===== src/rtl/char_disp_pkg.sv =====
package char_disp_pkg;
  localparam int unsigned BUS_W  = 16;
  localparam int unsigned CHAR_W = 8;
  localparam logic [BUS_W-1:0] STAT_ADDR = 16'hFE04;
  localparam logic [BUS_W-1:0] DATA_ADDR = 16'hFE06;
  localparam int unsigned RDY_BIT = 15;
  localparam int unsigned IE_BIT  = 14;
endpackage


===== src/rtl/char_disp_dec.sv =====
module char_disp_dec
  import char_disp_pkg::*;
#(
  parameter int unsigned AW = BUS_W
) (
  input  logic [AW-1:0] addr_i,
  input  logic          we_i,
  output logic          stat_sel_o,
  output logic          stat_we_o,
  output logic          data_we_o
);
  always_comb begin
    stat_sel_o = (addr_i == STAT_ADDR[AW-1:0]);
    stat_we_o  = we_i && stat_sel_o;
    data_we_o  = we_i && (addr_i == DATA_ADDR[AW-1:0]);
  end
endmodule


===== src/rtl/char_disp_stat.sv =====
module char_disp_stat
  import char_disp_pkg::*;
#(
  parameter int unsigned DW = BUS_W
) (
  input  logic          clk_i,
  input  logic          rst_ni,
  input  logic          stat_we_i,
  input  logic [DW-1:0] wdata_i,
  input  logic          accept_i,
  input  logic          release_i,
  output logic          ready_o,
  output logic          ie_o,
  output logic          irq_o
);
  logic ready_q, ie_q;

  always_ff @(posedge clk_i or negedge rst_ni) begin
    if (!rst_ni) begin
      ready_q <= 1'b1;
      ie_q    <= 1'b0;
    end else begin
      if (stat_we_i) ie_q <= wdata_i[IE_BIT];
      if (accept_i)       ready_q <= 1'b0;
      else if (release_i) ready_q <= 1'b1;
    end
  end

  assign ready_o = ready_q;
  assign ie_o    = ie_q;
  assign irq_o   = ready_q & ie_q;

  p_ie_load_r7: assert property (@(posedge clk_i) disable iff (!rst_ni)
    stat_we_i |=> ie_q == $past(wdata_i[IE_BIT]));
  p_ready_fixed_r7: assert property (@(posedge clk_i) disable iff (!rst_ni)
    (stat_we_i && !accept_i && !release_i) |=> $stable(ready_q));
  p_release_r5: assert property (@(posedge clk_i) disable iff (!rst_ni)
    (release_i && !accept_i) |=> ready_q);
endmodule


===== src/rtl/char_disp_chan.sv =====
module char_disp_chan
  import char_disp_pkg::*;
#(
  parameter int unsigned DW = BUS_W,
  parameter int unsigned CW = CHAR_W
) (
  input  logic          clk_i,
  input  logic          rst_ni,
  input  logic          data_we_i,
  input  logic          ready_i,
  input  logic [DW-1:0] wdata_i,
  input  logic          done_i,
  output logic          accept_o,
  output logic          release_o,
  output logic [CW-1:0] char_o,
  output logic          valid_o
);
  logic [CW-1:0] char_q;
  logic          valid_q;

  assign accept_o  = data_we_i && ready_i;
  assign release_o = done_i && valid_q;

  always_ff @(posedge clk_i or negedge rst_ni) begin
    if (!rst_ni) begin
      char_q  <= '0;
      valid_q <= 1'b0;
    end else begin
      if (accept_o) begin
        char_q  <= wdata_i[CW-1:0];
        valid_q <= 1'b1;
      end else if (release_o) begin
        valid_q <= 1'b0;
      end
    end
  end

  assign char_o  = char_q;
  assign valid_o = valid_q;

  p_accept_r3: assert property (@(posedge clk_i) disable iff (!rst_ni)
    (data_we_i && ready_i) |=> valid_q && char_q == $past(wdata_i[CW-1:0]));
  p_drop_r4: assert property (@(posedge clk_i) disable iff (!rst_ni)
    (data_we_i && !ready_i) |=> $stable(char_q));
  p_done_r5: assert property (@(posedge clk_i) disable iff (!rst_ni)
    (done_i && valid_q && !data_we_i) |=> !valid_q);
endmodule


===== src/rtl/char_disp_port.sv =====
module char_disp_port
  import char_disp_pkg::*;
(
  input  logic              clk_i,
  input  logic              rst_ni,
  input  logic [BUS_W-1:0]  addr_i,
  input  logic              we_i,
  input  logic [BUS_W-1:0]  wdata_i,
  output logic [BUS_W-1:0]  rdata_o,
  output logic [CHAR_W-1:0] disp_char_o,
  output logic              disp_valid_o,
  input  logic              disp_done_i,
  output logic              irq_o
);
  logic stat_sel, stat_we, data_we;
  logic accept, release_ev, ready, ie;

  char_disp_dec #(.AW(BUS_W)) i_dec (
    .addr_i    (addr_i),
    .we_i      (we_i),
    .stat_sel_o(stat_sel),
    .stat_we_o (stat_we),
    .data_we_o (data_we)
  );

  char_disp_stat #(.DW(BUS_W)) i_stat (
    .clk_i    (clk_i),
    .rst_ni   (rst_ni),
    .stat_we_i(stat_we),
    .wdata_i  (wdata_i),
    .accept_i (accept),
    .release_i(release_ev),
    .ready_o  (ready),
    .ie_o     (ie),
    .irq_o    (irq_o)
  );

  char_disp_chan #(.DW(BUS_W), .CW(CHAR_W)) i_chan (
    .clk_i    (clk_i),
    .rst_ni   (rst_ni),
    .data_we_i(data_we),
    .ready_i  (ready),
    .wdata_i  (wdata_i),
    .done_i   (disp_done_i),
    .accept_o (accept),
    .release_o(release_ev),
    .char_o   (disp_char_o),
    .valid_o  (disp_valid_o)
  );

  // status readback mux
  always_comb begin
    rdata_o = '0;
    if (stat_sel) begin
      rdata_o[RDY_BIT] = ready;
      rdata_o[IE_BIT]  = ie;
    end
  end

  p_excl_r3: assert property (@(posedge clk_i) disable iff (!rst_ni)
    !(ready && disp_valid_o));
  p_irq_r6: assert property (@(posedge clk_i) disable iff (!rst_ni)
    (addr_i == STAT_ADDR) |-> irq_o == (rdata_o[RDY_BIT] && rdata_o[IE_BIT]));
  p_rd_other_r2: assert property (@(posedge clk_i) disable iff (!rst_ni)
    (addr_i != STAT_ADDR) |-> rdata_o == '0);
  p_rd_low_r8: assert property (@(posedge clk_i) disable iff (!rst_ni)
    rdata_o[IE_BIT-1:0] == '0);
endmodule


===== config.mk =====
export PLATFORM = sky130hd
export DESIGN_NAME = char_disp_port
export DESIGN_NICKNAME = d
export VERILOG_FILES = /design/src/rtl/char_disp_pkg.sv /design/src/rtl/char_disp_dec.sv /design/src/rtl/char_disp_stat.sv /design/src/rtl/char_disp_chan.sv /design/src/rtl/char_disp_port.sv
export SDC_FILE = /design/constraint.sdc
export NUM_CORES = 1
export LEC_CHECK = 0
export BUFFER_PORTS_ARGS = -buffer_cell sky130_fd_sc_hd__buf_2
export CAP_MARGIN = 20
export CORE_MARGIN = 2
export CORE_UTILIZATION = 34
export DETAILED_ROUTE_END_ITERATION = 8
export GPL_ROUTABILITY_DRIVEN = 0
export PLACE_DENSITY = 0.77
export REMOVE_ABC_BUFFERS = 1
export SYNTH_ARGS = -nofsm -noshare
export SYNTH_HDL_FRONTEND = slang
export SYNTH_SLANG_ARGS = --single-unit

===== constraint.sdc =====
create_clock -name clk_i -period 1.6 [get_ports clk_i]
set_input_delay 0.32 -clock clk_i [delete_from_list [all_inputs] [get_ports clk_i]]
set_output_delay 0.32 -clock clk_i [all_outputs]
set_load 0.005 [all_outputs]

==> reports/qor.txt <==
Inserted Clock Buffers: 3
worst slack at placement: -0.249 ns
failing checks: negative setup slack
Hold WC Path Type: in -> reg
final setup fails: 2
most frequent cells in the layout: 38 x buf_2, 14 x conb_1, 10 x dfrtp_1
Pwr per Cell Area: 557 nW/um^2
1st-iter DRT viols: 1
Reg2Reg Setup Slack: 0.19 ns
Final Util: 0.548
Critical Path Max Stage Delay: 0.24 ns
Final nets: 138
IO Count: 62
vias in the first global route: 463
vias: 522
RR Startpoint: i_stat.ready_o
placed insts: 118
CP max FO: 3
CP max-delay cell: nor4b_4
initial antenna violation count: 0
clock sinks: 11
clk_skew: 0.00255 ns
row count: 15
final worst slack: -0.0447 ns
area of the core: 1710 um^2
final hold violations: 0
antenna-violating nets left: 0
non-filler cells, final: 126
Worst EP required: 1.28 ns
Avg Inst Size Synth: 11.8 um^2
fin. max-slew vios: 0
grt met1 use: 0.130
Post-Synth Adder-Cell Area: 0
sequential fraction of the synthesis area: 0.452
maxcap violations: 0
WP depth: 6
Via-to-Cell Ratio: 4.14
TritonRoute pass-1 iters: 3
Yosys top cell area share: 0.409
Worst EP arrival: 1.32 ns
most common cell after layout, fill and taps aside: buf_2
top achievable clock speed: 608 MHz
diodes inserted: 0
Unique masters post-synth: 17
Pleak: 0.540 nW
PortBufs: 40
Synthesis Warnings: 0
Worst Hold Slack: 0.288 ns
Area Overhead vs Synth: 53.0%
CP Class: in -> out
outcome: finished, violations left
total global routing track utilization: 0.116
largest net degree at the start of global routing: 12
Synth Area in Compound Gates: 0.0225
mux contribution to synthesized area: 0.166
Initial Utilization: 0.358
switching share of power: 0.217
R2R Path End: i_chan.char_o[0]
crit end category: output port
layout cells sized above 1: 0.634
CTS max path bufs: 2
largest family of logic cells by synthesized area: buffers and inverters
Die Span Y: 46.4 um
RSZ-0062 raised after global routing: true
leading area contributor after synthesis: dfrtp_1
buffer and inverter count on the worst path: 2
first-pass GRT wire length: 1750 um
grt ovf: 0
CP endpoint: rdata_o[15]
clock share of power: 0.347
busiest grt layer: met2
Synth Instances: 52
Synth area leaders: dfrtp_1 41%, buf_4 17%, mux2_2 17%
Synth Area in Simple Gates: 0.170
post-DP HPWL: 922 um
H-Tree Depth: 1
die area: 2150 um^2
Synth Register Bits: 11
Horiz. Die Dim: 46.4 um
met3 Usage GRT: 0.0314
CP delay by family, top: simple AND/OR/NAND/NOR gates
later-pin clock latency in the skew report: 0.26 ns
# DRC: 0
CP cell instances: buf_6 > nor4b_4 > nand4_1 > nor3_2 > and2_1 > buf_2
final period utilization: 1.03
Mapped Area: 612 um^2
Routed WL: 1220 um
met2 Resource Use GR: 0.203
Int Power: 0.000408 W
combinational share of power: 0.119
Reg clk slew, reported paths: 0.07 ns
Worst VDD drop: 0.467 mV
sw power: 0.000113 W
CTS root buffer: clkbuf_4
Sequential Power Share: 0.534
Post-Synth XOR/XNOR Area: 0
Setup crit start kind: input pin
cells on worst reg2reg path: 4
setup TNS: -0.0866 ns
TritonCTS clock tree: built
routed len/inst: 9.71 um
Final min period: 1.64 ns
CP Launch Point: addr_i[3]
==> per-stage QoR <==
step / total power, W / area [um^2]
final: 0.000521 / 936
after global routing: 0.000553 / 936
after CTS: 0.000527 / 877
after detailed placement: 0.000336 / 815
after global placement: 0.000334 / 815
after floorplan: 0.000295 / 556
==> cells by family after synthesis <==
group | count (synthesis)
DFF | 11
muxes | 9
and+or+nand+nor | 13
other | 1
AOI/OAI and AO/OA | 2
buffers and inverters | 16
==> power groups by stage <==
stage | clock network, W | registers [W] | logic, W
after floorplan | 0 | 0.000283 | 0.0000121
after global placement | 0 | 0.000283 | 0.0000506
after detailed placement | 0 | 0.000283 | 0.0000523
after CTS | 0.000192 | 0.000278 | 0.0000566
after global routing | 0.000203 | 0.000278 | 0.0000713
final | 0.000181 | 0.000278 | 0.0000621
==> synthesized netlist by cell type <==
cell	number
a21oi_1	1
and2_1	3
conb_1	1
nor4b_2	2
nor2_1	1
nor3_4	1
nor3_1	1
nand4_1	2
inv_1	2
nor2b_1	1
a21o_2	1
nand3_1	1
nor4_1	1
dfrtp_1	10
buf_4	14
mux2_2	9
dfstp_2	1
==> how the worst min path moves through the flow <==
stage / endpoint / cells after the start / from
finish: i_chan.char_o[2] / 2 / wdata_i[2]
global route: i_chan.char_o[7] / 2 / wdata_i[7]
CTS: i_chan.char_o[5] / 2 / wdata_i[5]
detailed placement: i_chan.char_o[2] / 1 / rst_ni
global placement: i_chan.char_o[5] / 1 / rst_ni
floorplan: i_chan.char_o[0] / 0 / rst_ni
==> metal layers <==
layer / wire length [um] / share of wire
met1: 456 / 0.37
met2: 609 / 0.50
met3: 157 / 0.13
met4: 0 / 0
met5: 0 / 0
==> flip-flops by register name, summed over array words and instances, names as in the netlist <==
name / count
i_chan.valid_o: 1
i_stat.ready_o: 1
i_chan.char_o: 8
i_stat.ie_o: 1
==> repair_timing <==
item / in CTS / in global routing
endpoints found under the setup margin: 2 / 11
endpoints found under the hold margin: 10 / 0
resized for setup: 2 / 11
hold buffers: 1 / 0
setup buffers: 3 / 1
pin swaps: 6 / 5
==> cell type report <==
type / count / area (um^2)
Sequential cell: 11 / 277
Multi-Input combinational cell: 38 / 322
Fill cell: 156 / 772
Timing Repair Buffer: 46 / 273
Clock buffer: 4 / 26.3
Inverter: 2 / 7.51
Tap cell: 25 / 31.3
(Power assumes the default switching activity.)
